[src/rtl/phf_pkg.sv]
package phf_pkg;
  localparam int SFD_W  = 16;
  localparam int HDR_W  = 32;
  localparam int CRC_W  = 16;
  localparam logic [CRC_W-1:0] CRC_POLY   = 16'h1021;
  localparam logic [CRC_W-1:0] CRC_PRESET = 16'hFFFF;
  localparam int SFD_IDX_W = $clog2(SFD_W);

  typedef enum logic [2:0] {
    PH_IDLE,
    PH_SYNC,
    PH_SFD,
    PH_HDR,
    PH_CRC
  } phase_t;

  typedef struct packed {
    logic                 load;
    logic                 shiftHdr;
    logic                 shiftCrc;
    phase_t               phase;
    logic [SFD_IDX_W-1:0] sfdIdx;
  } strobe_t;
endpackage

[src/rtl/phf_ctrl.sv]
module phf_ctrl
  import phf_pkg::*;
#(
  parameter int SYNC_LEN_W = 8
) (
  input  logic                  clk,
  input  logic                  rstN,
  input  logic                  startReq,
  input  logic [SYNC_LEN_W-1:0] syncLen,
  input  logic                  bitReady,
  output strobe_t               strobes,
  output logic                  bitValid,
  output logic                  busy,
  output logic                  donePulse
);
  localparam int HDR_CNT_W = $clog2(HDR_W) + 1;
  localparam int CNT_W = (SYNC_LEN_W > HDR_CNT_W) ? SYNC_LEN_W : HDR_CNT_W;

  phase_t                  phaseQ;
  logic [CNT_W-1:0]        cntQ;
  logic [CNT_W-1:0]        lastIdx;
  logic [SYNC_LEN_W-1:0]   syncLenQ;
  logic                    doneQ;
  logic                    fire;
  logic                    atLast;

  assign bitValid = (phaseQ != PH_IDLE);
  assign busy     = bitValid;
  assign fire     = bitValid && bitReady;
  assign atLast   = (cntQ == lastIdx);

  always_comb begin
    case (phaseQ)
      PH_SYNC: lastIdx = CNT_W'(syncLenQ) - CNT_W'(1);
      PH_SFD:  lastIdx = CNT_W'(SFD_W - 1);
      PH_HDR:  lastIdx = CNT_W'(HDR_W - 1);
      PH_CRC:  lastIdx = CNT_W'(CRC_W - 1);
      default: lastIdx = '0;
    endcase
  end

  always_ff @(posedge clk) begin
    if (!rstN) begin
      phaseQ   <= PH_IDLE;
      cntQ     <= '0;
      syncLenQ <= '0;
      doneQ    <= 1'b0;
    end else begin
      doneQ <= 1'b0;
      if (phaseQ == PH_IDLE) begin
        if (startReq) begin
          syncLenQ <= syncLen;
          cntQ     <= '0;
          phaseQ   <= (syncLen == '0) ? PH_SFD : PH_SYNC;
        end
      end else if (fire) begin
        if (atLast) begin
          cntQ <= '0;
          case (phaseQ)
            PH_SYNC: phaseQ <= PH_SFD;
            PH_SFD:  phaseQ <= PH_HDR;
            PH_HDR:  phaseQ <= PH_CRC;
            default: begin
              phaseQ <= PH_IDLE;
              doneQ  <= 1'b1;
            end
          endcase
        end else begin
          cntQ <= cntQ + CNT_W'(1);
        end
      end
    end
  end

  assign donePulse = doneQ;

  always_comb begin
    strobes.load     = (phaseQ == PH_IDLE) && startReq;
    strobes.shiftHdr = fire && (phaseQ == PH_HDR);
    strobes.shiftCrc = fire && (phaseQ == PH_CRC);
    strobes.phase    = phaseQ;
    strobes.sfdIdx   = cntQ[SFD_IDX_W-1:0];
  end
endmodule

[src/rtl/phf_datapath.sv]
module phf_datapath
  import phf_pkg::*;
#(
  parameter logic [SFD_W-1:0] SFD_PATTERN = 16'hF3A0
) (
  input  logic        clk,
  input  logic        rstN,
  input  strobe_t     strobes,
  input  logic        longMode,
  input  logic [7:0]  sigByte,
  input  logic [7:0]  svcByte,
  input  logic [15:0] lenWord,
  output logic        bitOut,
  output logic        highRate
);
  logic               longQ;
  logic [HDR_W-1:0]   hdrShift;
  logic [CRC_W-1:0]   crcQ;
  logic               crcFb;
  logic [SFD_W-1:0]   sfdOrdered;

  // Short mode sends the delimiter in reverse order: build the reversed copy.
  for (genvar g = 0; g < SFD_W; g++) begin : g_sfdOrder
    assign sfdOrdered[g] = longQ ? SFD_PATTERN[g] : SFD_PATTERN[SFD_W-1-g];
  end

  assign crcFb = crcQ[CRC_W-1] ^ hdrShift[0];

  always_ff @(posedge clk) begin
    if (!rstN) begin
      longQ    <= 1'b1;
      hdrShift <= '0;
      crcQ     <= CRC_PRESET;
    end else if (strobes.load) begin
      longQ    <= longMode;
      hdrShift <= {lenWord, svcByte, sigByte};
      crcQ     <= CRC_PRESET;
    end else if (strobes.shiftHdr) begin
      hdrShift <= {1'b0, hdrShift[HDR_W-1:1]};
      crcQ     <= {crcQ[CRC_W-2:0], 1'b0} ^ (crcFb ? CRC_POLY : '0);
    end else if (strobes.shiftCrc) begin
      crcQ     <= {crcQ[CRC_W-2:0], 1'b0};
    end
  end

  always_comb begin
    case (strobes.phase)
      PH_SYNC: bitOut = longQ;
      PH_SFD:  bitOut = sfdOrdered[strobes.sfdIdx];
      PH_HDR:  bitOut = hdrShift[0];
      PH_CRC:  bitOut = ~crcQ[CRC_W-1];
      default: bitOut = 1'b0;
    endcase
  end

  assign highRate = !longQ && ((strobes.phase == PH_HDR) || (strobes.phase == PH_CRC));
endmodule

[src/rtl/preamble_header_framer.sv]
module preamble_header_framer
  import phf_pkg::*;
#(
  parameter int SYNC_LEN_W = 8,
  parameter logic [15:0] SFD_PATTERN = 16'hF3A0
) (
  input  logic                  clk,
  input  logic                  rstN,
  input  logic                  startReq,
  input  logic                  longMode,
  input  logic [SYNC_LEN_W-1:0] syncLen,
  input  logic [7:0]            sigByte,
  input  logic [7:0]            svcByte,
  input  logic [15:0]           lenWord,
  input  logic                  bitReady,
  output logic                  bitOut,
  output logic                  bitValid,
  output logic                  highRate,
  output logic                  busy,
  output logic                  donePulse
);
  strobe_t strobes;

  phf_ctrl #(.SYNC_LEN_W(SYNC_LEN_W)) u_ctrl (
    .clk       (clk),
    .rstN      (rstN),
    .startReq  (startReq),
    .syncLen   (syncLen),
    .bitReady  (bitReady),
    .strobes   (strobes),
    .bitValid  (bitValid),
    .busy      (busy),
    .donePulse (donePulse)
  );

  phf_datapath #(.SFD_PATTERN(SFD_PATTERN)) u_dp (
    .clk      (clk),
    .rstN     (rstN),
    .strobes  (strobes),
    .longMode (longMode),
    .sigByte  (sigByte),
    .svcByte  (svcByte),
    .lenWord  (lenWord),
    .bitOut   (bitOut),
    .highRate (highRate)
  );
endmodule

[config.mk]
export PLATFORM = sky130hd
export DESIGN_NAME = preamble_header_framer
export DESIGN_NICKNAME = d
export VERILOG_FILES = /design/src/rtl/phf_pkg.sv /design/src/rtl/phf_ctrl.sv /design/src/rtl/phf_datapath.sv /design/src/rtl/preamble_header_framer.sv
export SDC_FILE = /design/constraint.sdc
export NUM_CORES = 1
export LEC_CHECK = 0
export ABC_AREA = 1
export BUFFER_PORTS_ARGS = -buffer_cell sky130_fd_sc_hd__buf_2
export CORE_MARGIN = 2
export CORE_UTILIZATION = 43
export DETAILED_ROUTE_END_ITERATION = 8
export SLEW_MARGIN = 0
export SYNTH_ARGS = -nofsm -noshare
export SYNTH_HDL_FRONTEND = slang
export SYNTH_SLANG_ARGS = --single-unit
export TNS_END_PERCENT = 5
[constraint.sdc]
create_clock -name clk -period 3.8 [get_ports clk]
set_input_delay 0.76 -clock clk [delete_from_list [all_inputs] [get_ports clk]]
set_output_delay 0.76 -clock clk [all_outputs]
set_load 0.1 [all_outputs]
==> After elaboration in Yosys (flattened, before gate mapping) <==
Cells that the tools add are included.
W data, S select, Z words.
{ "word_totals": {"regBits": 69, "inputBits": 45, "elab_cells": 65} }
{ "classes": {"n_addsub": 2, "magnitude_cmp": 1, "n_eq_ne": 6, "muxes": 22, "bitwise_logic": 6, "n_reduce_logical": 21} }
{ "ops": {"columns": ["cell", "n"], "rows": [
  ["$mux W32", 2],
  ["$mux W16", 2],
  ["$mux W8", 4],
  ["$pmux W8 S3", 1],
  ["$xor A16 B16 Y16", 1],
  ["$mux W13", 1],
  ["$mux W3", 4],
  ["$pmux W3 S3", 1],
  ["$add A8 B1 Y8 const B", 1],
  ["$eq A8 B8 Y1", 1],
  ["$logic_not A8 Y1", 1],
  ["$reduce_bool A2 Y1", 4],
  ["$sub A8 B1 Y8 const B", 1],
  ["$eq A3 B2 Y1 const B", 2],
  ["$logic_and A1 B1 Y1", 5],
  ["$lt A4 B5 Y1 const B", 1],
  ["$bmux W1 S4", 1],
  ["$mux W1", 4],
  ["$not A1 Y1", 4],
  ["$pmux W1 S4", 1],
  ["$reduce_and A2 Y1", 2],
  ["$reduce_or A2 Y1", 2],
  ["$reduce_or A4 Y1", 1],
  ["$eq A3 B1 Y1 const B", 1],
  ["10 further kinds", 10]
]} }

==> Logic depth before layout (Yosys ltp) <==
Gate-level depths: netlist of the first run.
{ "logic_depth": {"ltp_word": 7, "mapped_depth": 17, "ltp_nobuf": 17} }

==> Hierarchy <==
A second synthesis of the first run with hierarchy kept.
{ "hier_totals": {"hier_cells": 495, "hier_area_um2": 3434.5} }
{ "by_module_without_submodules": {"columns": ["module", "instances", "cells_each", "area_each_um2", "seq_area_each_um2"], "rows": [
  ["phf_datapath", 1, 278, 2031.9, 980.9],
  ["phf_ctrl", 1, 217, 1402.6, 400.4]
]} }

==> Worst setup path before layout of the first run <==
Ideal clock, no wire load.
{ "synth_path": {"kind": "reg-to-output", "startpoint": "register u_ctrl.phaseQ[1]", "endpoint": "output highRate", "t_arrival_ns": 2.225, "t_required_ns": 3.040, "setup_slack_ns": 0.815, "path_stages_with_launch": 5, "path_cell_list": "dfxtp_1 -> inv_1 -> nor2_2 -> nand2_1 -> a21oi_1"} }
{ "synth_via": {"elab_chain_len": 3, "elab_cells_between_ends": 4, "cone_classes": "eq/ne (2); reduce/logical (2)"} }
{ "synth_lines": {"columns": ["item", "line_no", "source"], "rows": [
  ["from (decl)", "phf_ctrl.sv:19", "phase_t phaseQ;"],
  ["from (signal assigned)", "phf_ctrl.sv:54", "phaseQ <= (syncLen == '0) ? PH_SFD : PH_SYNC;"],
  ["$eq A3 B2 Y1 / $eq A3 B3 Y1 (equally long branches)", "phf_datapath.sv:56", "assign highRate = !longQ && ((strobes.phase == PH_HDR) || (strobes.phase == PH_CRC));"],
  ["$logic_or A1 B1 Y1 *", "phf_datapath.sv:56", null],
  ["$logic_and A1 B1 Y1 *", "phf_datapath.sv:56", null],
  ["to (decl)", "preamble_header_framer.sv:18", "output logic highRate,"]
]} }
Every way passes the cells marked *; elsewhere a longest branch is shown, timed or not.

==> Final worst setup path of the first run <==
{ "layout_path": {"startpoint": "register u_ctrl.phaseQ[1]", "endpoint": "output bitOut"} }
{ "layout_via": {"elab_chain_len": 2, "elab_cells_between_ends": 5, "cone_classes": "eq/ne (4); mux (1)"} }
{ "layout_lines": {"columns": ["item", "line_no", "source"], "rows": [
  ["$eq A3 B3 Y1 (tied with other cells)", "phf_datapath.sv:47", "case (strobes.phase)"],
  ["$pmux W1 S4 *", "phf_datapath.sv:47", null],
  ["to (decl)", "preamble_header_framer.sv:16", "output logic bitOut,"]
]} }
Marked as above.

==> metrics.md, run 1 <==
| Metric | Value |
|---|---|
| Status | `finished, final reports clean` |
| Final #Nets | `565` |
| Post-Syn Nets | `526` |
| Chip width | `92.36 um` |
| Wire length per cell | `12.86 um` |
| Post-CTS sizing | `0` |
| Nature of the critical path startpoint | `flip-flop` |
| Synth warnings | `0` |
| Initial antenna violation count | `0` |
| Worst setup margin | `1114 ps` |
| Flops & latches, synth | `69` |
| Clk Latency, worst-skew pair | `340 ps` |
| Post-route setup TNS | `0 ps` |
| Pre-CTS WS | `1283 ps` |
| Syn avg cell area | `7.008 um2` |
| TritonCTS clock tree | `yes` |
| Area Growth Syn to Fin | `15.28%` |
| Total power | `2.789 mW` |
| Total GRT Usage | `19.27%` |
| Mapped Area | `0.003357 mm2` |
| CTS Hold Bufs | `0` |
| Critical Path End Type | `primary output` |
| Ranking of synthesized cells by area | `dfxtp_1, nand2_1, a21oi_1, o21bai_1, nand3_1` |
| Vias in the first global route | `2,950` |
| Most frequent cell after synthesis | `nand2_1` |
| Antenna-violating nets left | `0` |
| Final setup viols | `0` |
| Max-cap violations | `0` |
| Final min period | `2686 ps` |
| Hold Slack | `459.1 ps` |
| Final Cycle Share | `70.68%` |
| Final WL | `8026 um` |
| Max-slew headroom | `33.66%` |
| Vias | `3,225` |
| Layout cell share with drive strength beyond 1 | `16.28%` |
| Post-synth top area share | `41.15%` |
| Leading area contributor after synthesis | `dfxtp_1` |
| Max-slew violations | `0` |
| Boundary pin count | `50` |
| CTS Buf Count | `9` |
| Post-synth ARST share | `0%` |
| Row cnt | `32` |
| Worst Path Arrival | `1930 ps` |
| Setup Skew | `9.804 ps` |
| Peak VDD IR | `0.0002763 V` |
| Port Buffers | `49` |
| Post-synthesis sequential area ratio | `41.15%` |
| Ant diodes | `0` |
| Num Clock Sinks | `69` |
| Largest net degree at the start of global routing | `33` |
| Final Hold Vio Count | `0` |
| Die height | `92.36 um` |
| DRT iter0 DRCs | `207` |
| Depth of the CTS H-tree | `3` |
| Syn Inst Count | `479` |
| Total setup buffers inserted after CTS | `0` |
| P_leak | `1.694 nW` |
| Synth cell types | `31` |
| Commonest register cell after synthesis | `dfxtp_1` |
| Slew of the pin with the lowest slew margin | `994.1 ps` |
| Post-synth EDFFs | `0` |
| Setup CP Type | `reg2out` |
| Max frequency | `372.3 MHz` |
| Commonest cells in the netlist | `nand2_1, a21oi_1, dfxtp_1` |
| Via/cell ratio | `5.168` |
| Power Density | `720.7 mW/mm2` |
| Post-DP HPWL | `5386 um` |
| DR pass1 iterations | `4` |
| Core area | `0.007647 mm2` |
| Root cell of the clock tree | `clkbuf_8` |
| Die ar. | `0.008529 mm2` |
| Clock transition at path regs | `70 ps` |
| First-pass GRT wire length | `13,300 um` |
| Critical Path Fanout Max | `5` |
| Final GP Congestion | `0.8294` |
| Unrepaired setup endpoints after global routing | `no` |
| Worst path required time | `3040 ps` |
| Worst Hold Class | `reg2reg` |
| Congestion Overflow GR | `0` |
| Clk buf depth | `2` |
| Residual DRC | `0` |
| Effective utilization at floorplan | `43.90%` |
flip-flops by register name, indices dropped and copies added, names as in the netlist:
register          flops
u_dp.longQ            1
u_ctrl.donePulse      1
u_ctrl.phaseQ         3
u_ctrl.cntQ           8
u_ctrl.syncLenQ       8
u_dp.crcQ            16
u_dp.hdrShift        32
cells in the final DEF (no fill, tap or decap), drive strengths merged:
cell / instances
o211ai: 2
xor2: 4
ha: 2
nor3: 2
o2111ai: 1
a21oi: 82
o21ai: 17
bufinv: 2
nor4: 3
nand3b: 1
nand3: 41
inv: 38
o311ai: 1
nor2: 25
buf: 53
or2: 2
a211oi: 1
nand4: 5
a221oi: 1
clkbuf: 10
o21bai: 29
clkinv: 2
dfxtp: 69
nand2: 129
path summary, 6_finish.rpt:
| check | start | slack (ps) | endpoint | cells past startpoint |
|---|---|---|---|---|
| setup / recovery | u_ctrl.phaseQ[1]$_SDFFE_PN0P_ | 1110 | bitOut | 7 |
| hold / removal | u_dp.hdrShift[31]$_SDFFE_PN0P_ | 460 | u_dp.hdrShift[31]$_SDFFE_PN0P_ | 2 |
| hold reg to reg | u_dp.hdrShift[31]$_SDFFE_PN0P_ | 460 | u_dp.hdrShift[31]$_SDFFE_PN0P_ | 2 |
| setup reg to reg | u_ctrl.phaseQ[1]$_SDFFE_PN0P_ | 1330 | u_dp.hdrShift[30]$_SDFFE_PN0P_ | 7 |
metrics by stage:
| stage | util [%] | instance area [um2] | std cells |
|---|---|---|---|
| final | 50.61 | 3870 | 624 |
| after global routing | 50.61 | 3870 | 624 |
| after CTS | 50.61 | 3870 | 624 |
| after detailed placement | 47.73 | 3650 | 609 |
| after global placement | 47.73 | 3650 | 609 |
| after floorplan | - | 3357 | 479 |
cell type report:
class,count,area (um2)
inverters,37,138.9
repair buffers,53,275.3
multi-input cells,348,1727
well taps,102,127.6
clock buffers,10,137.6
fillers,776,3777
clock inverters,5,82.58
flip-flops and latches,69,1381
where the power goes:
part | leakage [nW] | internal, mW | total, mW | switching, mW
logic | 1.01 | 0.353 | 1.14 | 0.791
clock network | 0.113 | 0.388 | 0.681 | 0.294
registers | 0.566 | 0.869 | 0.963 | 0.0948
metal layers:
layer / routed length [um] / part of all wire, % / vias to the layer above / track usage, %
li1: - / - / 1672 / -
met1: 3882 / 48 / 1471 / 25.67
met2: 3602 / 45 / 74 / 31.02
met3: 438 / 5.5 / 8 / 3.336
met4: 102 / 1.3 / 0 / 7.836
met5: 0 / 0 / - / 0
worst max-delay path: stages, from the launching register on:
cell and delay [ps]:
dfxtp_1 460, inv_1 140, nor2_2 160, nand2_1 130, inv_1 100, nand2_1 50, o2111ai_1 90, buf_2 450
logic make-up (layout without fill, tap and decap cells):
family | Yosys count | count (layout) | synth area share (%)
flops | 69 | 69 | 41.15
buf+inv | 62 | 105 | 7.417
compound gates | 134 | 134 | 23.03
simple gates | 208 | 208 | 26.61
fa+ha+maj | 2 | 2 | 0.7453
xor+xnor | 4 | 4 | 1.044
No activity file was read; power rests on OpenSTA's default activity.
==> inputs of run 2 (changes only) <==
--- a/config.mk
+++ b/config.mk
@@ -10,6 +10,7 @@
 export CORE_MARGIN = 2
 export CORE_UTILIZATION = 43
 export DETAILED_ROUTE_END_ITERATION = 8
+export PLACE_DENSITY = 0.65
 export SLEW_MARGIN = 0
 export SYNTH_ARGS = -nofsm -noshare
 export SYNTH_HDL_FRONTEND = slang
==> constraint.sdc (replaced) <==
create_clock -name clk -period 2.2 [get_ports clk]
set_input_delay 0.44 -clock clk [delete_from_list [all_inputs] [get_ports clk]]
set_output_delay 0.44 -clock clk [all_outputs]
set_load 0.1 [all_outputs]
==> run 2 against run 1 <==
Net effect:
- global-route usage is 0.14 points lower
- sequential share of layout area decreased by 0.81 points
- flip-flop and latch count did not move
- register-to-register slack lost 1000 ps
- worst setup slack lost 950 ps
- clock-buffer cell count grew 1
- via count fell by 1.1%
- critical path depth unchanged
- hold slack got worse by 150 ps
- die area unchanged
- critical path type unchanged
- critical endpoint unchanged
- largest cell class unchanged
==> metrics.md, run 2 (synthesis results as in run 1) <==
| Metric | Value |
|---|---|
| Register area | `0.001386 mm2` |
| Max-slew violations | `0` |
| Wire length per cell | `12.06 um` |
| FF-to-FF End | `u_ctrl.cntQ[3]$_SDFFE_PN0P_` |
| Worst Path Arrival | `1600 ps` |
| NetSw | `2.019 mW` |
| Critical Path Fanout Max | `5` |
| Final Hold Vio Count | `0` |
| Boundary pin count | `50` |
| Final Util | `51.96%` |
| Ant diodes | `0` |
| Layout cell share with drive strength beyond 1 | `19.36%` |
| Worst Hold Class | `in2reg` |
| Post-DP HPWL | `5339 um` |
| Via/cell ratio | `5.028` |
| Effective utilization at floorplan | `43.90%` |
| Max frequency | `490.3 MHz` |
| Area Growth Syn to Fin | `18.37%` |
| Int Pwr | `2.768 mW` |
| Sequential power share | `35.0%` |
| Clk buf depth | `2` |
| Power Density | `1205 mW/mm2` |
| Hold Path Depth | `3` |
| Antenna-violating nets left | `0` |
| CTS Hold Bufs | `0` |
| Die height | `92.36 um` |
| Status | `finished, final reports clean` |
| Max-cap violations | `0` |
| Clock network power share | `21.6%` |
| Max-slew headroom | `67.95%` |
| Final #Nets | `574` |
| Clock transition at path regs | `70 ps` |
| CTS Buf Count | `9` |
| Congestion Overflow GR | `0` |
| Vias | `3,188` |
| Critical Path End Type | `primary output` |
| Commonest non-fill, non-tap cell in the layout | `nand2_1` |
| Final Cycle Share | `92.70%` |
| R2R setup slack | `290 ps` |
| Worst Hold End | `u_dp.longQ$_SDFFE_PN1P_` |
| Sw Ratio | `42.17%` |
| Hold Crit Start | `longMode` |
| Initial antenna violation count | `0` |
| Root cell of the clock tree | `clkbuf_8` |
| Num Clock Sinks | `69` |
| R2R Path Start | `u_ctrl.syncLenQ[0]$_SDFFE_PN0P_` |
| Clk Latency, worst-skew pair | `340 ps` |
| Core area | `0.007647 mm2` |
| DP Cell Count | `618` |
| Comb pwr share | `43.4%` |
| Registers with the most flip-flops | `u_dp.hdrShift: 32 flops, u_dp.crcQ: 16 flops` |
| DRT iter0 DRCs | `208` |
| Design Area, Final | `0.003974 mm2` |
| Area of the multi-input gates | `0.001747 mm2` |
| Area post-placement | `0.003755 mm2` |
| DR pass1 iterations | `5` |
| Residual DRC | `0` |
| Total GRT Usage | `19.13%` |
| Nature of the critical path startpoint | `flip-flop` |
| TritonCTS clock tree | `yes` |
| Post-Layout Cell Count | `634` |
| Port Buffers | `49` |
| Largest reg by FF count | `u_dp.hdrShift` |
| First-pass GRT wire length | `13,370 um` |
| P_leak | `1.741 nW` |
| Setup Skew | `11.07 ps` |
| Worst path required time | `1760 ps` |
| Final GP Congestion | `0.8799` |
| Peak VDD IR | `0.0005140 V` |
| Setup CP Type | `reg2out` |
| Final WL | `7643 um` |
| Row cnt | `32` |
| Slew of the pin with the lowest slew margin | `484.0 ps` |
| Max FFs per register | `32` |
| Pre-CTS WS | `268.2 ps` |
| FF-to-FF path depth | `15` |
| Final min period | `2039 ps` |
| Final setup viols | `0` |
| Hold Slack | `312.8 ps` |
| Largest net degree at the start of global routing | `33` |
| Depth of the CTS H-tree | `3` |
| Number of fill cells | `727` |
| Chip width | `92.36 um` |
| Most frequent cells in the layout | `nand2_1, a21oi_1, dfxtp_1, buf_2, nand3_1` |
| Worst setup margin | `160.5 ps` |
| Vias in the first global route | `2,931` |
| Die ar. | `0.008529 mm2` |
[run 2: power groups by stage]
stage / Sequential [mW] / Clock, mW / Combinational (mW)
global route: 1.70 / 1.11 / 2.37
finish: 1.67 / 1.04 / 2.08
floorplan: 1.67 / 0 / 1.61
CTS: 1.67 / 1.07 / 2.08
global placement: 1.69 / 0 / 2.05
detailed placement: 1.69 / 0 / 2.06
[run 2: final cells by class]
class	instances	share of cell area, %
Clock buffer	11	3.558
Clock inverter	5	1.511
Inverter	37	3.495
Multi-Input combinational cell	348	43.95
Sequential cell	69	34.89
Tap cell	102	3.212
Timing Repair Buffer	62	9.383
[run 2: critical path, stage by stage (launching register included)]
cell,delay (ps)
dfxtp_2,400
inv_1,110
nor2_2,170
nand2_2,110
inv_1,80
nand2_1,60
o2111ai_2,120
buf_12,210
[run 2: metrics by stage]
stage	TNS, ps	power, mW
after floorplan	-2302	3.274
after global placement	0	3.736
after detailed placement	0	3.759
after CTS	0	4.811
after global routing	-12.08	5.184
final	0	4.786
[run 2: worst max-delay path by stage]
stage	slack, ps	start	endpoint
after global routing	-10	u_ctrl.syncLenQ[0]$_SDFFE_PN0P_	u_ctrl.cntQ[4]$_SDFFE_PN0P_
after floorplan	-80	u_ctrl.phaseQ[1]$_SDFFE_PN0P_	u_ctrl.phaseQ[0]$_SDFFE_PN0P_
after detailed placement	270	u_ctrl.syncLenQ[0]$_SDFFE_PN0P_	u_ctrl.cntQ[3]$_SDFFE_PN0P_
after CTS	20	u_ctrl.cntQ[2]$_SDFFE_PN0P_	bitOut
after global placement	280	u_ctrl.phaseQ[1]$_SDFFE_PN0P_	highRate
final	160	u_ctrl.phaseQ[1]$_SDFFE_PN0P_	bitOut
[run 2: layer usage]
layer  global-route usage, %  vias up  part of all wire, %
met1                   25.78     1417                   50
met5                       0        -                    0
met4                   4.851        0                 0.97
met3                   6.428        6                  5.7
met2                   29.50       70                   43
li1                        -     1695                    -
[run 2: timing repair]
action | 4_1_cts | 5_1_grt
pin swaps | 0 | 1
resized for setup | 2 | 7
setup buffers | 0 | 0
endpoints found under the setup margin | 2 | 10
